File: src/rtl/ctl_reg_pkg.sv
package ctl_reg_pkg;
  localparam int CR_W      = 32;
  localparam int B_PE      = 0;
  localparam int B_MP      = 1;
  localparam int B_EM      = 2;
  localparam int B_TS      = 3;
  localparam int B_ET      = 4;
  localparam int B_WP      = 16;
  localparam int B_PG      = 31;
  localparam int B_PSE     = 4;
  localparam int B_PAE     = 5;
  localparam int B_PGE     = 7;
  localparam int B_OSFXSR  = 9;

  typedef struct packed {
    logic ld0;
    logic ld4;
    logic enterLm;
    logic exitLm;
    logic flush;
  } crStrobes_t;

  typedef struct packed {
    logic pe;
    logic addSeg;
    logic ts;
    logic em;
    logic mp;
  } cr0Flags_t;

  function automatic cr0Flags_t deriveFlags(input logic [CR_W-1:0] v, input logic prevAddSeg);
    cr0Flags_t f;
    f.pe     = v[B_PE];
    f.addSeg = prevAddSeg | ~v[B_PE];
    f.ts     = v[B_TS];
    f.em     = v[B_EM];
    f.mp     = v[B_MP];
    return f;
  endfunction
endpackage

File: src/rtl/ctl_reg_ctrl.sv
module ctl_reg_ctrl
  import ctl_reg_pkg::*;
(
  input  logic            cr0WrEn,
  input  logic [CR_W-1:0] cr0WrData,
  input  logic            cr4WrEn,
  input  logic [CR_W-1:0] cr4WrData,
  input  logic            eferLme,
  input  logic [CR_W-1:0] curCr0,
  input  logic [CR_W-1:0] curCr4,
  input  logic            curLma,
  output crStrobes_t      stb
);
  logic pgOld, pgNew, paeEff, lmRequest, cr0Flush, cr4Flush;

  always_comb begin
    pgOld     = curCr0[B_PG];
    pgNew     = cr0WrData[B_PG];
    // CR4 is applied first, so a same-cycle CR4 write supplies PAE
    paeEff    = cr4WrEn ? cr4WrData[B_PAE] : curCr4[B_PAE];
    lmRequest = cr0WrEn & ~pgOld & pgNew & eferLme;
    cr0Flush  = cr0WrEn &
                ((curCr0[B_PG] ^ cr0WrData[B_PG]) |
                 (curCr0[B_WP] ^ cr0WrData[B_WP]) |
                 (curCr0[B_PE] ^ cr0WrData[B_PE]));
    cr4Flush  = cr4WrEn &
                ((curCr4[B_PGE] ^ cr4WrData[B_PGE]) |
                 (curCr4[B_PAE] ^ cr4WrData[B_PAE]) |
                 (curCr4[B_PSE] ^ cr4WrData[B_PSE]));
    stb.ld4     = cr4WrEn;
    stb.ld0     = cr0WrEn & ~(lmRequest & ~paeEff);
    stb.enterLm = lmRequest & paeEff;
    stb.exitLm  = cr0WrEn & pgOld & ~pgNew & curLma;
    stb.flush   = cr0Flush | cr4Flush;
  end
endmodule

File: src/rtl/ctl_reg_dpath.sv
module ctl_reg_dpath
  import ctl_reg_pkg::*;
#(
  parameter int              IP_W      = 64,
  parameter logic [CR_W-1:0] CR0_RESET = 32'h6000_0010
) (
  input  logic            clk,
  input  logic            rstN,
  input  crStrobes_t      stb,
  input  logic [CR_W-1:0] cr0WrData,
  input  logic [CR_W-1:0] cr4WrData,
  input  logic            sseSupported,
  input  logic            csLongSet,
  input  logic [IP_W-1:0] ipIn,
  output logic [CR_W-1:0] cr0Q,
  output logic [CR_W-1:0] cr4Q,
  output cr0Flags_t       flagsQ,
  output logic            osFxsrQ,
  output logic            lmaQ,
  output logic            cs64Q,
  output logic            flushQ,
  output logic            truncQ,
  output logic [IP_W-1:0] truncIpQ
);
  localparam int KEEP_W = (IP_W < 32) ? IP_W : 32;
  localparam logic [CR_W-1:0] ET_MASK  = CR_W'(1) << B_ET;
  localparam logic [CR_W-1:0] FXS_MASK = CR_W'(1) << B_OSFXSR;

  logic [CR_W-1:0] cr0Next, cr4Next;
  logic [IP_W-1:0] ipCut;

  always_comb begin
    cr0Next = cr0WrData | ET_MASK;
    cr4Next = sseSupported ? cr4WrData : (cr4WrData & ~FXS_MASK);
    ipCut   = '0;
    ipCut[KEEP_W-1:0] = ipIn[KEEP_W-1:0];
  end

  always_ff @(posedge clk) begin
    if (!rstN) begin
      cr0Q     <= CR0_RESET | ET_MASK;
      flagsQ   <= deriveFlags(CR0_RESET | ET_MASK, 1'b0);
      cr4Q     <= '0;
      osFxsrQ  <= 1'b0;
      lmaQ     <= 1'b0;
      cs64Q    <= 1'b0;
      flushQ   <= 1'b0;
      truncQ   <= 1'b0;
      truncIpQ <= '0;
    end else begin
      flushQ <= stb.flush;
      truncQ <= stb.exitLm;
      if (stb.ld4) begin
        cr4Q    <= cr4Next;
        osFxsrQ <= cr4Next[B_OSFXSR];
      end
      if (stb.ld0) begin
        cr0Q   <= cr0Next;
        flagsQ <= deriveFlags(cr0Next, flagsQ.addSeg);
      end
      if (stb.enterLm) lmaQ <= 1'b1;
      else if (stb.exitLm) lmaQ <= 1'b0;
      if (stb.exitLm) begin
        cs64Q    <= 1'b0;
        truncIpQ <= ipCut;
      end else if (csLongSet && lmaQ) begin
        cs64Q <= 1'b1;
      end
    end
  end
endmodule

File: src/rtl/ctl_reg_update.sv
module ctl_reg_update
  import ctl_reg_pkg::*;
#(
  parameter int IP_W = 64
) (
  input  logic            clk,
  input  logic            rstN,
  input  logic            cr0WrEn,
  input  logic [31:0]     cr0WrData,
  input  logic            cr4WrEn,
  input  logic [31:0]     cr4WrData,
  input  logic            eferLme,
  input  logic            sseSupported,
  input  logic            csLongSet,
  input  logic [IP_W-1:0] ipIn,
  output logic [31:0]     cr0Out,
  output logic [31:0]     cr4Out,
  output logic            peFlag,
  output logic            addSegFlag,
  output logic [2:0]      fpuFlags,
  output logic            osFxsrFlag,
  output logic            lmaFlag,
  output logic            cs64Flag,
  output logic            eferLma,
  output logic            tlbFlush,
  output logic            ipTruncStrobe,
  output logic [IP_W-1:0] ipTruncValue
);
  crStrobes_t stb;
  cr0Flags_t  flags;
  logic       lmaQ;

  ctl_reg_ctrl u_ctrl (
    .cr0WrEn(cr0WrEn), .cr0WrData(cr0WrData),
    .cr4WrEn(cr4WrEn), .cr4WrData(cr4WrData),
    .eferLme(eferLme), .curCr0(cr0Out), .curCr4(cr4Out),
    .curLma(lmaQ), .stb(stb)
  );

  ctl_reg_dpath #(.IP_W(IP_W)) u_dpath (
    .clk(clk), .rstN(rstN), .stb(stb),
    .cr0WrData(cr0WrData), .cr4WrData(cr4WrData),
    .sseSupported(sseSupported), .csLongSet(csLongSet), .ipIn(ipIn),
    .cr0Q(cr0Out), .cr4Q(cr4Out), .flagsQ(flags), .osFxsrQ(osFxsrFlag),
    .lmaQ(lmaQ), .cs64Q(cs64Flag), .flushQ(tlbFlush),
    .truncQ(ipTruncStrobe), .truncIpQ(ipTruncValue)
  );

  assign peFlag     = flags.pe;
  assign addSegFlag = flags.addSeg;
  assign fpuFlags   = {flags.ts, flags.em, flags.mp};
  assign lmaFlag    = lmaQ;
  assign eferLma    = lmaQ;
endmodule

File: config.mk
export PLATFORM = sky130hd
export DESIGN_NAME = ctl_reg_update
export DESIGN_NICKNAME = d
export VERILOG_FILES = /design/src/rtl/ctl_reg_pkg.sv /design/src/rtl/ctl_reg_ctrl.sv /design/src/rtl/ctl_reg_dpath.sv /design/src/rtl/ctl_reg_update.sv
export SDC_FILE = /design/constraint.sdc
export NUM_CORES = 1
export LEC_CHECK = 0
export BUFFER_PORTS_ARGS = -buffer_cell sky130_fd_sc_hd__buf_2
export CAP_MARGIN = 15
export CORE_ASPECT_RATIO = 0.5
export CORE_UTILIZATION = 44
export CTS_CLUSTER_SIZE = 10
export DETAILED_ROUTE_END_ITERATION = 7
export PLACE_DENSITY = 0.84
export SLEW_MARGIN = 20
export SYNTH_ARGS = -nofsm -noshare
export SYNTH_HDL_FRONTEND = slang
export SYNTH_SLANG_ARGS = --single-unit
File: constraint.sdc
create_clock -name clk -period 2.3 [get_ports clk]
set_input_delay 0.46 -clock clk [delete_from_list [all_inputs] [get_ports clk]]
set_output_delay 0.46 -clock clk [all_outputs]
set_load 0.005 [all_outputs]
==> key figures <==
Critical path
  • Reg2reg path depth: 4
  • Slowest cell on the critical path: dfxtp_1
  • Crit Path Category: reg -> reg
  • Max incr delay on CP: 0.35 ns
  • Crit path capture type: flip-flop
  • CP required: 2.53 ns
  • CP cell instances: nand4b_1, o21a_1, buf_4, a211o_1
  • Worst path depth: 4
  • CP Max Fanout: 10
  • Worst Path Arrival: 1.70 ns
  • Setup crit start kind: flip-flop
  • CP top delay family: compound AO/OA/AOI/OAI gates
  • Worst Path Buf+Inv: 1

Clocking
  • Clock Latency Late Sink: 0.34 ns
  • Post-CTS Hold Fix Bufs: 0
  • TritonCTS clock tree: yes
  • H-tree Lvls: 3
  • Number of clock sinks: 100
  • # resized after CTS: 0
  • Clock-pin slew on the worst setup and hold paths: 0.07 ns
  • Setup bufs post-CTS: 0
  • CTS Buf Count: 9
  • Clock root cell: clkbuf_16
  • Deepest clock path buffer count: 2

Finish
  • Share of cells above drive strength 1: 0.403
  • Layout fillers: 692
  • Nets: 705
  • Area grow syn2layout: 30.7%
  • Finished Layout Cells: 687
  • # diodes: 0

Floorplanning
  • Die Width: 135 um
  • Starting Density: 0.470
  • Core Region: 8260 um^2
  • Die area: 9220 um^2
  • # rows: 23
  • Die outline height: 68.4 um
  • IO Count: 274

Place
  • Port buffer count: 207
  • Placed cells: 671
  • Gpl congestion: 0.700
  • Detailed Place HPWL: 6320 um

Synthesis
  • Netlist cell types: 29
  • Adder and majority gate portion of the synthesized area: 0
  • Multiplexer share of the synthesized area: 0.154
  • Sequential-to-total area share from yosys stat: 0.516
  • Post-synth top area share: 0.516
  • Mapped Area: 3880 um^2
  • Top post-synthesis cells by area: dfxtp_1 (52%), mux2i_1 (15%), buf_4 (7.5%)
  • Post-Synth Simple-Gate Area: 0.0958
  • Synth Area in XOR/XNOR: 0.0135
  • Yosys reg bits: 100
  • Number of flops mapped to enable cells by yosys: 0
  • Combinational family with the most area after synthesis: multiplexers
  • Post-synth ARST share: 0
  • Gate Count Post-Synth: 380
  • Commonest cells in the netlist: dfxtp_1 (100), mux2i_1 (58), nand2_1 (57), buf_4 (39), a22o_1 (32)
  • YS warnings: 0
  • Count leader, synth: dfxtp_1
  • Synth Area per Inst: 10.2 um^2
  • Synth Area in Compound Gates: 0.0977
  • Post-synth top area cell: dfxtp_1
  • Synth Flop Type: dfxtp_1

Flow run
  • Max_cap viols: 0

Power
  • Peak supply drop: 0.371 mV
  • Leakage: 2.74 nW
  • PwrDens: 724 nW/um^2

Timing
  • Worst slew margin: 0.597
  • Peak Freq: 680 MHz
  • Unrepaired setup endpoints after global routing: false
  • Layout Skew: 0.00733 ns
  • Crit share post-route: 0.640
  • Final setup vio count: 0
  • Final Slew Violations: 0
  • Setup TNS: 0 ns
  • Final Hold Violating Endpoints: 0
  • Worst slew pin tran: 0.605 ns
  • Fin crit period: 1.47 ns

GRT
  • Largest net degree at the start of global routing: 60
  • All-Layer GR Usage: 0.176
  • First-pass GRT wire length: 12300 um
  • Initial antenna violation count: 0
  • Vias in the first global route: 2680
  • GRT overflow: 0

Routing
  • Routed len/inst: 12.4 um
  • Via Count: 3165
  • Vias/cell: 4.61
  • Antenna-violating nets left: 0
  • DRT Pass-1 Iters: 6
  • Drt drc: 0
  • DRT Wirelength: 8490 um
  • Initial DRC Count: 154

Hold path
  • Worst hold path class: in -> reg
  • Hold path depth: 2

Status
  • Status: finished, final reports clean
through the flow:
step           worst slack, ns  utilization  instance area (um^2)  hold slack (ns)  power [W]
2_1_floorplan            0.740            -                  4000            0.438    0.00213
3_3_place_gp             0.265        0.579                  4780            0.417    0.00225
3_5_place_dp             0.231        0.579                  4780            0.436    0.00227
4_1_cts                  0.490        0.614                  5070            0.301    0.00372
5_1_grt                  0.716        0.614                  5070            0.300    0.00385
6_report                 0.828        0.614                  5070            0.316    0.00367
sequential cells by signal, indices dropped and copies added, names as in the netlist:
register and flops:
u_dpath.cr0Q 31, u_dpath.cr4Q 32, u_dpath.cs64Q 1, u_dpath.flagsQ 1, u_dpath.flushQ 1, u_dpath.lmaQ 1
u_dpath.truncIpQ 32, u_dpath.truncQ 1
cells by family (layout without fill, tap and decap cells):
group / after synthesis / after routing
XOR/XNOR: 6 / 6
flip-flops: 100 / 100
multiplexers: 59 / 59
AND/OR/NAND/NOR: 94 / 94
other: 2 / 33
AO/OA/AOI/OAI: 46 / 46
buffers and inverters: 73 / 237
where the power goes:
| group | total [W] | leakage (nW) | switching (W) | internal (W) |
|---|---|---|---|---|
| Clock | 0.00145 | 0.141 | 0.000685 | 0.000762 |
| Combinational | 0.000385 | 1.78 | 0.000192 | 0.000192 |
| Sequential | 0.00184 | 0.819 | 0.0000367 | 0.00180 |
| Total | 0.00367 | 2.74 | 0.000914 | 0.00276 |
worst reg2reg max path, delay by kind of cell, from the launching register on:
family | cells | cell delay, ns
AO/OA/AOI/OAI | 2 | 0.55
buffers and inverters | 1 | 0.19
flip-flops | 1 | 0.35
AND/OR/NAND/NOR | 1 | 0.27
layout by cell type (no fill, tap or decap), types with 2 or more instances in the layout:
| master | count |
|---|---|
| o31ai_1 | 2 |
| nand4b_1 | 2 |
| nand2_1 | 57 |
| inv_8 | 2 |
| inv_1 | 7 |
| nor2_1 | 30 |
| o211ai_1 | 4 |
| conb_1 | 33 |
| a22o_1 | 32 |
| xor2_1 | 6 |
| dfxtp_1 | 100 |
| inv_6 | 3 |
| mux2i_1 | 58 |
| buf_2 | 207 |
| clkbuf_16 | 9 |
| a21oi_1 | 3 |
| buf_4 | 6 |
area by class of cell:
cell class / instances / area, um^2 / area share
flip-flops and latches: 100 / 2000 / 0.395
multi-input cells: 238 / 1530 / 0.301
repair buffers: 213 / 1080 / 0.213
clock buffers: 9 / 225 / 0.0444
well taps: 112 / 140 / 0.0276
clock inverters: 7 / 65.1 / 0.0128
inverters: 8 / 30.0 / 0.00592
worst paths after layout:
kind / to / start / slack (ns)
worst min register to register: u_dpath.flagsQ[3] / u_dpath.flagsQ[3] / 0.45
worst max-delay path: u_dpath.flagsQ[3] / u_dpath.cr0Q[31] / 0.83
worst max register to register: u_dpath.flagsQ[3] / u_dpath.cr0Q[31] / 0.83
worst min-delay path: u_dpath.truncIpQ[10] / ipIn[10] / 0.32
metal layers:
layer	GRT usage	part of all wire	up-vias
li1	-	-	1585
met1	0.173	0.39	1445
met2	0.342	0.53	118
met3	0.0570	0.059	17
met4	0.0899	0.021	0
met5	0	0	-
Power figures use the tool's default switching activity.
